## config.mk

```make
export PLATFORM = sky130hd
export DESIGN_NAME = e1cas_mf_top
export DESIGN_NICKNAME = d
export VERILOG_FILES = /design/src/rtl/e1cas_pkg.sv /design/src/rtl/e1cas_ctrl.sv /design/src/rtl/e1cas_dp.sv /design/src/rtl/e1cas_mf_top.sv
export SDC_FILE = /design/constraint.sdc
export NUM_CORES = 1
export LEC_CHECK = 0
export CAP_MARGIN = 25
export CELL_PAD_IN_SITES_DETAIL_PLACEMENT = 0
export CELL_PAD_IN_SITES_GLOBAL_PLACEMENT = 1
export CORE_UTILIZATION = 27
export CTS_BUF_LIST = sky130_fd_sc_hd__clkbuf_2 sky130_fd_sc_hd__clkbuf_4 sky130_fd_sc_hd__clkbuf_8
export CTS_CLUSTER_DIAMETER = 150
export DETAILED_ROUTE_END_ITERATION = 8
export PLACE_DENSITY_LB_ADDON = 0.1
export SYNTH_ARGS = -nofsm -noshare
export SYNTH_HDL_FRONTEND = slang
export SYNTH_HIERARCHICAL = 1
export SYNTH_SLANG_ARGS = --single-unit
export TNS_END_PERCENT = 50
```

## constraint.sdc

```tcl
create_clock -name clk -period 1.85 [get_ports clk]
set_input_delay 0.185 -clock clk [delete_from_list [all_inputs] [get_ports clk]]
set_output_delay 0.185 -clock clk [all_outputs]
set_load 0.01 [all_outputs]
```

## src/rtl/e1cas_pkg.sv

```systemverilog
`timescale 1ns/1ps
package e1cas_pkg;
  localparam int FRAME_W   = 4;
  localparam int BIT_W     = 3;
  localparam int NIB_W     = 4;
  localparam int N_CHAN    = 30;
  localparam int HALF_CHAN = N_CHAN / 2;
  localparam int CHAN_W    = $clog2(N_CHAN + 2);
  localparam int SIG_W     = N_CHAN * NIB_W;

  // Strobes from control to datapath for the current slot
  typedef struct packed {
    logic              slot;
    logic              alignPos;
    logic              extraPos;
    logic              yPos;
    logic              invertNow;
    logic [1:0]        extraSel;
    logic [CHAN_W-1:0] chanIdx;
    logic [1:0]        nibbleBit;
  } ctlStrobe_t;
endpackage

```

## src/rtl/e1cas_ctrl.sv

```systemverilog
`timescale 1ns/1ps
module e1cas_ctrl
  import e1cas_pkg::*;
(
  input  logic               clk,
  input  logic               rstN,
  input  logic               slotValid,
  input  logic [FRAME_W-1:0] frameNum,
  input  logic [BIT_W-1:0]   bitNum,
  input  logic               invertReq,
  output ctlStrobe_t         strobe
);
  logic invPending;
  logic invActive;
  logic isFrame0;
  logic consume;
  logic nibbleEnd;

  always_comb begin
    isFrame0  = (frameNum == '0);
    consume   = slotValid && isFrame0 && (bitNum == 3'd0) && invPending;
    nibbleEnd = slotValid && isFrame0 && (bitNum == 3'd3);

    strobe.slot      = slotValid;
    strobe.alignPos  = isFrame0 && !bitNum[2];
    strobe.yPos      = isFrame0 && (bitNum == 3'd5);
    strobe.extraPos  = isFrame0 && bitNum[2] && (bitNum != 3'd5);
    strobe.extraSel  = (bitNum == 3'd4) ? 2'd2 : ((bitNum == 3'd6) ? 2'd1 : 2'd0);
    strobe.invertNow = slotValid && isFrame0 && !bitNum[2] &&
                       ((bitNum == 3'd0) ? invPending : invActive);
    strobe.chanIdx   = CHAN_W'(frameNum) + (bitNum[2] ? CHAN_W'(HALF_CHAN) : '0) - CHAN_W'(1);
    strobe.nibbleBit = bitNum[1:0];
  end

  always_ff @(posedge clk or negedge rstN) begin
    if (!rstN) begin
      invPending <= 1'b0;
      invActive  <= 1'b0;
    end else begin
      invPending <= invertReq | (invPending & ~consume);
      if (consume)        invActive <= 1'b1;
      else if (nibbleEnd) invActive <= 1'b0;
    end
  end
endmodule

```

## src/rtl/e1cas_dp.sv

```systemverilog
`timescale 1ns/1ps
module e1cas_dp
  import e1cas_pkg::*;
(
  input  logic             clk,
  input  logic             rstN,
  input  ctlStrobe_t       strobe,
  input  logic [SIG_W-1:0] sigNibbles,
  input  logic             xDisable,
  input  logic [2:0]       extraBits,
  input  logic             yAlarm,
  input  logic             forceZero,
  input  logic             forceOne,
  output logic             ts16Bit,
  output logic             ts16Valid
);
  logic [NIB_W-1:0] nibArr [N_CHAN];
  logic [NIB_W-1:0] curNib;
  logic             sigBit;
  logic             frameBit;
  logic             nextBit;

  for (genvar c = 0; c < N_CHAN; c++) begin : g_unpack
    assign nibArr[c] = sigNibbles[c*NIB_W +: NIB_W];
  end

  always_comb begin
    curNib = '0;
    for (int c = 0; c < N_CHAN; c++) begin
      if (strobe.chanIdx == CHAN_W'(c)) curNib = nibArr[c];
    end
    sigBit = curNib[~strobe.nibbleBit];

    if (strobe.alignPos)      frameBit = strobe.invertNow;
    else if (strobe.yPos)     frameBit = yAlarm;
    else if (strobe.extraPos) frameBit = xDisable | extraBits[strobe.extraSel];
    else                      frameBit = sigBit;

    if (forceZero)     nextBit = 1'b0;
    else if (forceOne) nextBit = 1'b1;
    else               nextBit = frameBit;
  end

  always_ff @(posedge clk or negedge rstN) begin
    if (!rstN) begin
      ts16Bit   <= 1'b0;
      ts16Valid <= 1'b0;
    end else begin
      ts16Valid <= strobe.slot;
      ts16Bit   <= strobe.slot & nextBit;
    end
  end
endmodule

```

## src/rtl/e1cas_mf_top.sv

```systemverilog
`timescale 1ns/1ps
module e1cas_mf_top
  import e1cas_pkg::*;
(
  input  logic               clk,
  input  logic               rstN,
  input  logic               slotValid,
  input  logic [FRAME_W-1:0] frameNum,
  input  logic [BIT_W-1:0]   bitNum,
  input  logic [SIG_W-1:0]   sigNibbles,
  input  logic               xDisable,
  input  logic [2:0]         extraBits,
  input  logic               yAlarm,
  input  logic               invertReq,
  input  logic               forceZero,
  input  logic               forceOne,
  output logic               ts16Bit,
  output logic               ts16Valid
);
  ctlStrobe_t strobe;

  e1cas_ctrl u_ctrl (
    .clk(clk), .rstN(rstN), .slotValid(slotValid), .frameNum(frameNum),
    .bitNum(bitNum), .invertReq(invertReq), .strobe(strobe)
  );

  e1cas_dp u_dp (
    .clk(clk), .rstN(rstN), .strobe(strobe), .sigNibbles(sigNibbles),
    .xDisable(xDisable), .extraBits(extraBits), .yAlarm(yAlarm),
    .forceZero(forceZero), .forceOne(forceOne),
    .ts16Bit(ts16Bit), .ts16Valid(ts16Valid)
  );
endmodule

```

==> results by group <==
Critical path
  – Arr. time, crit path: between 3 and 4 ns
  – Worst-path maximum fanout: 6
  – Critical Path RT: 1.96 ns
  – Kind of critical path: primary input to flop
  – Worst setup EP type: flop
  – Startpoint Class: primary input

Status
  – Status: finished with violations
  – Failing checks: design-rule violations, negative setup slack

Finish
  – # fillers: 829
  – NumNets Final: 751
  – Share of cells above drive strength 1: between 30% and 40%
  – Flip-flop and latch area: about 100 um2
  – Post-Layout Cell Count: about 700
  – Area Growth Syn to Fin: 114%
  – Post-route cell area: about 5300 um2
  – Multi-input gate area: ~2400 um2
  – Commonest non-fill, non-tap cells in the layout: 134 x clkdlybuf4s50_1, 124 x buf_4, 27 x nand2_1, 27 x o21ai_0, 17 x nor2_1
  – Most common cell after layout, fill and taps aside: clkdlybuf4s50_1
  – ANT cells: 0

Die
  – Placeable Area: about 8800 um2
  – Io pins: 140
  – Row count: 34
  – Die Span X: approximately 98 um
  – Chip Height: between 90 and 100 um
  – Die area: roughly 9500 um2
  – Initial core utilization: approximately 28%

Power
  – Seq pwr share: between 2 and 3%
  – P_leak: ~0.0022 uW
  – Peak VDD IR: between 0.0003 and 0.0004 V
  – Design Power: around 3200 uW
  – Net Sw Power: roughly 1400 uW
  – Sw Share: a little over two fifths
  – Power share of the clock group: about 5.7%
  – P_int: approximately 1800 uW
  – Combinational Power Share: roughly nine tenths
  – PD cells: between 600 and 700 nW/um2

Placed design
  – RD Place Congestion: between 0.9 and 1
  – Post-DP Area: approximately 4700 um2
  – Post-placement cell count: slightly below 700
  – Port Buffer Count: approximately 140
  – DP HPWL: 11.1 mm

Run
  – Max-cap violation count: 0

STA
  – Fin. Hold Viols: 0
  – Final Worst Setup Slack: -1.34 ns
  – Fin. max-slew vios: 0
  – Fmax: 0.314 GHz
  – Max_slew headroom: about three fifths
  – Period minus WS final: between 3 and 4 ns
  – Skew final: approximately 0.0015 ns
  – Worst hold slack: 0.188 ns
  – Measured slew at the worst slew-check pin: 0.574 ns
  – # setup viols final: 1
  – RSZ-0062 raised after global routing: true
  – Crit share post-route: 172%

Global routing
  – Vias in the first global route: ~4000
  – Grt ovf: 0
  – Number of antenna violations at the first check in global routing: 0
  – Total Routing Usage GR: roughly 28%
  – Largest net degree at the start of global routing: 31
  – First-pass GRT wire length: roughly 21 mm

Min path
  – HP Class: primary input to async pin

Logic synthesis
  – EDFF count, synth: 0
  – Cell Area, Synth: between 2000 and 2500 um2
  – Async SR Flop Fraction: 100%
  – Yosys reg bits: 4
  – Syn Area/Cell: a little over 7 um2
  – Synth cell types: 78
  – Sequential fraction of the synthesis area: a little over 4%
  – Net Count, Synth: 496
  – Synth Flop Type: dfrtp_1
  – Warnings, synthesis: 6
  – Post-Syn Instances: between 300 and 400

Drt
  – Routed wire per std cell: between 15 and 20 um
  – DR pass1 iterations: 7
  – Wire length on met3: between 800 and 900 um
  – Vias per Instance: 5.51
  – DRC viols: 20
  – WL met2: 6.56 mm
  – Detailed Route WL: between 10 and 15 mm
  – M1 WL: 6.15 mm
  – Top Layer Used: met4
  – Starting DRT DRC Count: 270
  – ANT nets after route: 0
  – Vias: 3915

Clocking
  – H-tree depth: 1
  – CTS Buf Count: 3
  – CTS root buf: clkbuf_8
  – Worst-skew pair later-pin latency: between 0.2 and 0.25 ns
  – CTS sink count: 4
  – CTS tree: done
  – CTS clk-pin slew, worst paths: around 0.030 ns
  – Bufs on Longest Clock Path: 2
[final cells by class]
type | count | share of cell area [%]
multi-input combinational | 300 | 45.5
inverter | 17 | 1.42
timing repair buffer | 279 | 47.8
sequential | 4 | 1.89
clock buffer | 3 | 0.778
tap | 108 | 2.55
[timing repair]
item | 4_1_cts | 5_1_grt
endpoints found under the setup margin | 1 | 1
pin swaps | 17 | 28
hold buffers | 0 | 0
gates cloned | 1 | 1
setup buffers | 16 | 9
resized for setup | 53 | 36
[per-layer routing]
metal  global-route usage, %  vias up
met3                    4.10       24
met2                    48.7      172
met5                       0        -
li1                        -     1870
met4                    6.64        0
met1                    37.0     1849
[synth_stat cells, types with 6 or more instances]
master | number | area, um2
nand2_1 | 28 | 105
and3b_1 | 7 | 61.3
a21oi_1 | 15 | 75.1
buf_6 | 6 | 67.6
ha_1 | 7 | 87.6
mux2i_1 | 15 | 150
o21ai_0 | 30 | 150
nor2b_1 | 13 | 81.3
o211ai_1 | 12 | 90.1
nor3_1 | 13 | 65.1
buf_4 | 7 | 52.6
buf_2 | 9 | 45.0
inv_1 | 17 | 63.8
nor2_1 | 20 | 75.1
o221ai_1 | 6 | 52.6
nand2b_1 | 8 | 50.1
o22ai_1 | 11 | 68.8
a22oi_1 | 8 | 60.1
nand3_1 | 12 | 60.1
[flip-flops by register name, summed over array words and instances, names as in the netlist]
register and count:
u_ctrl/invActive 1, u_ctrl/invPending 1, u_dp/ts16Bit 1, u_dp/ts16Valid 1
[kinds of logic (layout without fill, tap and decap cells)]
kind of cell | count (synthesis) | count (layout) | synth area share (%)
AND/OR/NAND/NOR | 137 | 137 | 32.9
XOR/XNOR | 3 | 3 | 1.06
flip-flops | 4 | 4 | 4.05
multiplexers | 21 | 21 | 9.41
adder cells (fa/ha/maj) | 8 | 8 | 4.35
buffers and inverters | 46 | 299 | 11.2
AO/OA/AOI/OAI | 131 | 131 | 37.0
[per-stage QoR]
step           setup WS, ns  TNS (ns)  util (%)
2_1_floorplan         -1.09     -1.09         -
3_3_place_gp          -2.12     -2.12      53.4
3_5_place_dp          -2.21     -2.21      53.4
4_1_cts               -1.29     -1.29      57.4
5_1_grt               -1.43     -1.43      60.2
6_report              -1.34     -1.34      60.2
[power by group through the flow]
stage               Combinational, uW  Sequential [uW]  Clock [uW]
floorplan                        1160             96.8           0
global placement                 2330             95.3           0
detailed placement               2330             95.2           0
CTS                              2640             94.2         188
global route                     3110             94.3         199
finish                           2940             93.9         182
[final timing paths]
| check | start | end | slack, ns | depth (start not counted) |
|---|---|---|---|---|
| min in group clk | invertReq | u_ctrl/invPending | 0.54 | 2 |
| max in group asynchronous | rstN | u_dp/ts16Bit | 1.48 | 1 |
| worst max register to register | u_ctrl/invPending | u_dp/ts16Bit | -0.09 | 9 |
| worst max-delay path | bitNum[2] | u_dp/ts16Bit | -1.34 | 17 |
| worst min register to register | u_ctrl/invPending | u_ctrl/invPending | 0.57 | 2 |
| worst min-delay path | rstN | u_ctrl/invActive | 0.19 | 1 |
[critical path: stages]
cell and delay [ns]:
buf_8 0.08, clkinvlp_4 0.13, ha_4 0.32, inv_4 0.04
ha_4 0.15, fa_2 0.38, xor2_4 0.29, buf_6 0.15
nor2b_4 0.03, buf_6 0.12, buf_6 0.12, o211ai_1 0.15
o221ai_1 0.20, nor3_1 0.25, a222oi_1 0.14, o311a_1 0.38
a311oi_2 0.20
Power figures use the tool's default switching activity.
